===== src/rtl/silence_pkg.sv =====
package silence_pkg;
  // Strobes from control to the run counter
  typedef struct packed {
    logic clr;   // restart the silent run
    logic adv;   // one more silent frame
  } run_cmd_t;
endpackage


===== src/rtl/silence_ctrl.sv =====
module silence_ctrl
  import silence_pkg::*;
#(
  parameter int NUM_CH = 6
) (
  input  logic              clk,
  input  logic              rstN,
  input  logic              frameValid,
  input  logic [NUM_CH-1:0] chanZero,
  input  logic [NUM_CH-1:0] partMask,
  input  logic              staticMode,
  output run_cmd_t          cmd
);
  logic [NUM_CH-1:0] effMask;
  logic              anyPart;
  logic              offender;

  always_comb begin
    effMask  = staticMode ? {NUM_CH{1'b1}} : partMask;
    anyPart  = |effMask;
    offender = |(effMask & ~chanZero);
    cmd.clr  = frameValid && (offender || !anyPart);
    cmd.adv  = frameValid && anyPart && !offender;
  end

  // no frame, no strobe
  a_r3_idle_quiet: assert property (@(posedge clk) disable iff (!rstN)
    !frameValid |-> (cmd.clr == 1'b0 && cmd.adv == 1'b0));
  // static mode, any non-zero channel restarts the run
  a_r8_static_all: assert property (@(posedge clk) disable iff (!rstN)
    (frameValid && staticMode && !(&chanZero)) |-> cmd.clr);
  // masked-off channels cannot break a run
  a_r7_masked_ignored: assert property (@(posedge clk) disable iff (!rstN)
    (frameValid && !staticMode && (|partMask) && ((chanZero | ~partMask) == {NUM_CH{1'b1}}))
      |-> cmd.adv);
  // empty mask never advances
  a_r9_empty_mask: assert property (@(posedge clk) disable iff (!rstN)
    (frameValid && !staticMode && partMask == '0) |-> cmd.clr);
  a_r4_exclusive: assert property (@(posedge clk) disable iff (!rstN)
    $onehot0({cmd.clr, cmd.adv}));
endmodule


===== src/rtl/silence_dp.sv =====
module silence_dp
  import silence_pkg::*;
#(
  parameter int NUM_CH    = 6,
  parameter int SAMPLE_W  = 24,
  parameter int THRESHOLD = 9600
) (
  input  logic                       clk,
  input  logic                       rstN,
  input  logic [NUM_CH*SAMPLE_W-1:0] samples,
  input  run_cmd_t                   cmd,
  output logic [NUM_CH-1:0]          chanZero,
  output logic                       reached
);
  localparam int CNT_W = $clog2(THRESHOLD + 1);
  localparam logic [CNT_W-1:0] TH_C = CNT_W'(THRESHOLD);

  logic [CNT_W-1:0] runCnt;

  for (genvar ch = 0; ch < NUM_CH; ch++) begin : g_zero
    assign chanZero[ch] = (samples[ch*SAMPLE_W +: SAMPLE_W] == '0);
  end

  always_ff @(posedge clk or negedge rstN) begin
    if (!rstN)
      runCnt <= '0;
    else if (cmd.clr)
      runCnt <= '0;
    else if (cmd.adv && runCnt != TH_C)
      runCnt <= runCnt + 1'b1;
  end

  assign reached = (runCnt == TH_C);

  // run never passes the threshold
  a_r5_no_overflow: assert property (@(posedge clk) disable iff (!rstN)
    runCnt <= TH_C);
  // count moves only by restart or single step
  a_r5_single_step: assert property (@(posedge clk) disable iff (!rstN)
    (runCnt != $past(runCnt)) |-> (runCnt == '0 || runCnt == $past(runCnt) + 1'b1));
  // no strobe, count holds
  a_r3_hold: assert property (@(posedge clk) disable iff (!rstN)
    !(cmd.clr || cmd.adv) |=> $stable(runCnt));
  // restart empties the run
  a_r4_clear: assert property (@(posedge clk) disable iff (!rstN)
    cmd.clr |=> (runCnt == '0));
endmodule


===== src/rtl/silence_watch.sv =====
module silence_watch
  import silence_pkg::*;
#(
  parameter int NUM_CH    = 6,
  parameter int SAMPLE_W  = 24,
  parameter int THRESHOLD = 9600
) (
  input  logic                       clk,
  input  logic                       rstN,
  input  logic                       frameValid,
  input  logic [NUM_CH*SAMPLE_W-1:0] samples,
  input  logic [NUM_CH-1:0]          partMask,
  input  logic                       staticMode,
  input  logic                       muteReq,
  output logic                       silenceN
);
  logic [NUM_CH-1:0] chanZero;
  logic              reached;
  run_cmd_t          cmd;

  silence_ctrl #(.NUM_CH(NUM_CH)) u_ctrl (
    .clk(clk), .rstN(rstN), .frameValid(frameValid), .chanZero(chanZero),
    .partMask(partMask), .staticMode(staticMode), .cmd(cmd)
  );

  silence_dp #(.NUM_CH(NUM_CH), .SAMPLE_W(SAMPLE_W), .THRESHOLD(THRESHOLD)) u_dp (
    .clk(clk), .rstN(rstN), .samples(samples), .cmd(cmd),
    .chanZero(chanZero), .reached(reached)
  );

  assign silenceN = !(muteReq || reached);

  // a restart leaves the flag released unless muted
  a_r4_release: assert property (@(posedge clk) disable iff (!rstN)
    cmd.clr |=> (silenceN || muteReq));
  // empty mask in control mode keeps flag high without mute
  a_r9_flag_high: assert property (@(posedge clk) disable iff (!rstN)
    (!staticMode && partMask == '0 && $past(!staticMode && partMask == '0) && !muteReq
      && $past(frameValid)) |-> silenceN);
endmodule


===== config.mk =====
export PLATFORM = sky130hd
export DESIGN_NAME = silence_watch
export DESIGN_NICKNAME = d
export VERILOG_FILES = /design/src/rtl/silence_pkg.sv /design/src/rtl/silence_ctrl.sv /design/src/rtl/silence_dp.sv /design/src/rtl/silence_watch.sv
export SDC_FILE = /design/constraint.sdc
export NUM_CORES = 1
export LEC_CHECK = 0
export CAP_MARGIN = 20
export CORE_ASPECT_RATIO = 1.25
export CORE_MARGIN = 3
export CORE_UTILIZATION = 30
export DETAILED_ROUTE_END_ITERATION = 16
export DONT_BUFFER_PORTS = 1
export SYNTH_ARGS = -nofsm -noshare
export SYNTH_HDL_FRONTEND = slang
export SYNTH_SLANG_ARGS = --single-unit

===== constraint.sdc =====
create_clock -name clk -period 4.1 [get_ports clk]
set_input_delay 1.025 -clock clk [delete_from_list [all_inputs] [get_ports clk]]
set_output_delay 1.025 -clock clk [all_outputs]
set_load 0.02 [all_outputs]

==> flow_summary.yaml <==
outcome:
  status: "finished clean"
die:
  die_h_um: 76.2
  num_rows: 24
  coreArea_um2: 3630
  io_pins: 156
  die_x_um: 62.2
  fp.dieArea_um2: 4740
  initial_core_util: 0.326
synthesis:
  synth_top_cell_area_share: 0.296
  synth_seq_cells: 14
  ys.flop_type: "dfrtp_1"
  synth_seq_area_share: 0.296
  synthTopCellsByArea: "dfrtp_1, nor4_1, nor3_2"
  synth_most_common_cell: "nor4_1"
  async_flop_share: 1.00
  ys_warn_count: 0
  syn_inst: 138
  synth_cell_types: 31
  syn_area_um2: 1180
  synth_edf_count: 0
  synth_area_leader_cell: "dfrtp_1"
  yosys-top-cells-count: "nor4_1, dfrtp_1, nand4_1, nor3_2, nand2_1"
  avgSynthCellArea_um2: 8.58
  syn_nets: 295
power:
  peakVddDrop_mv: 0.111
  p_leak_uw: 0.000372
  power.density_nw_per_um2: 236
timing:
  maxSlewViolCount: 0
  relSlewSlack: 0.358
  finalCritPeriodShare: 0.651
  setup_violations: 0
  fin_setup_tns_ns: 0
  timing.final.crit_period_ns: 2.67
  hold_violations: 0
  fmax_ghz: 0.374
  finClkSkew_ns: 0.00167
  worstMarginPinSlew_ns: 0.963
  rsz0062_at_grt: "no"
  hold_slack_ns: 0.471
final_layout:
  drive_above_1_share: 0.137
  largest_register_ff_count: 14
  num_antenna_cells: 0
  fill_cells: 375
  top_register: "u_dp.runCnt"
  reg.largest.list: "u_dp.runCnt x14"
  design_area_um2: 1280
  fin_nets: 297
  areaGrowthSynthToFinish_pct: 8.46
grt:
  grtUsageTotal: 0.202
  grt_start_max_net_pins: 15
  antenna_found_initial: 0
  grt_pass1_vias: 1332
  grt_pass1_wl_mm: 7.45
  overflow: 0
clock_network:
  cts_buffers: 3
  htreeDepth: 1
  clk_latency_ns: 0.24
  cts_sinks: 14
  hold_buffers: 0
  cts_resized: 0
  post_cts_buffers: 0
  clk_path_buf_depth: 2
  cts-root-buf: "clkbuf_8"
  path_clk_slew_ns: 0.06
  cts_tree: "built"
worst_setup_path:
  critPathSlowestCell: "dfrtp_1"
  path_cells: "inv_1 > ha_1 > and4b_1 > nand4_1 > nor2b_1"
  cp_num_cells: 5
  rr_endpoint: "u_dp.runCnt[1]"
  max_stage_delay_ns: 0.39
  crit_family: "simple AND/OR/NAND/NOR gates"
  rr_worst_depth: 6
  cp.required_ns: 3.07
  r2r_setup_slack_ns: 2.31
  worst-path-buf-inv: 1
  end_kind: "primary output"
  critical_path_class: "reg2out"
  crit_path_start_kind: "flop"
  critPathMaxFanout: 4
  r2r-start: "u_dp.runCnt[3]"
  critPathArrivalTime_ns: 1.65
route:
  firstDrtPassIters: 4
  finalWirelength_mm: 5.02
  drc_errors: 0
  wire_per_inst_um: 26.3
  vias: 1273
  vias_per_cell: 6.66
  drtIter0Drc: 100
  antenna_left: 0
place:
  portBuffers: 0
  placed_area_um2: 1230
  place.gp.congestion: 0.883
  place_hpwl_mm: 4.41
run:
  timing.max_cap.violations: 0
worst_hold_path:
  min-delay-path-class: "in2async"
-- layout make-up --
| cell class | instances | area, um2 | share of cell area |
|---|---|---|---|
| tap | 52 | 65.1 | 0.0507 |
| multi-input combinational | 117 | 798 | 0.622 |
| inverter | 4 | 15.0 | 0.0117 |
| sequential | 14 | 350 | 0.273 |
| clock buffer | 4 | 55.1 | 0.0429 |
-- cell families (layout without fill, tap and decap cells) --
family / count (synthesis) / after routing / share of synthesized area
buffers and inverters: 7 / 8 / 0.0296
and+or+nand+nor: 90 / 90 / 0.475
xor gates and xnor gates: 11 / 11 / 0.0814
DFF: 14 / 14 / 0.296
AOI/OAI and AO/OA: 13 / 13 / 0.0877
muxes: 1 / 1 / 0.00951
adders and majority gates: 2 / 2 / 0.0211
-- worst max path at each step --
stage                         from             end  slack, ns
floorplan              samples[43]  u_dp.runCnt[0]       1.62
global placement       samples[91]  u_dp.runCnt[8]       1.37
detailed placement     samples[91]  u_dp.runCnt[8]       1.24
CTS                 u_dp.runCnt[0]        silenceN       1.42
global route           samples[25]  u_dp.runCnt[4]       1.35
finish              u_dp.runCnt[0]        silenceN       1.43
-- cell usage in the layout (no fill, tap or decap), drive strengths merged, types with 2 or more instances in the layout --
master and count:
a2111oi 2, dfrtp 14, nand4 11, a21oi 2
nand2 9, o21ai 4, clkbuf 4, nor2 7
xnor2 6, nor4 39, nand3 5, and3 2
xor2 5, nor3 12, inv 4, ha 2
-- report_power, final --
group | leakage, uW | switching [uW] | internal, uW
Clock | 0.0000288 | 49.2 | 85.0
Combinational | 0.000149 | 16.4 | 11.0
Sequential | 0.000195 | 1.41 | 140
Total | 0.000372 | 67.0 | 236
-- metal layers --
layer / global-route usage / wire, um / vias to the layer above
li1: - / - / 561
met1: 0.218 / 1680 / 595
met2: 0.372 / 2670 / 113
met3: 0.0929 / 660 / 4
met4: 0.0199 / 10 / 0
met5: 0 / 0 / -
-- metrics by stage --
stage / worst slack, ns / instances / total power, uW / util
floorplan: 1.62 / 138 / 168 / -
global placement: 1.37 / 187 / 169 / 0.338
detailed placement: 1.24 / 187 / 171 / 0.338
CTS: 1.42 / 191 / 308 / 0.353
global route: 1.35 / 191 / 319 / 0.353
finish: 1.43 / 191 / 303 / 0.353
No activity file was read; power rests on OpenSTA's default activity.
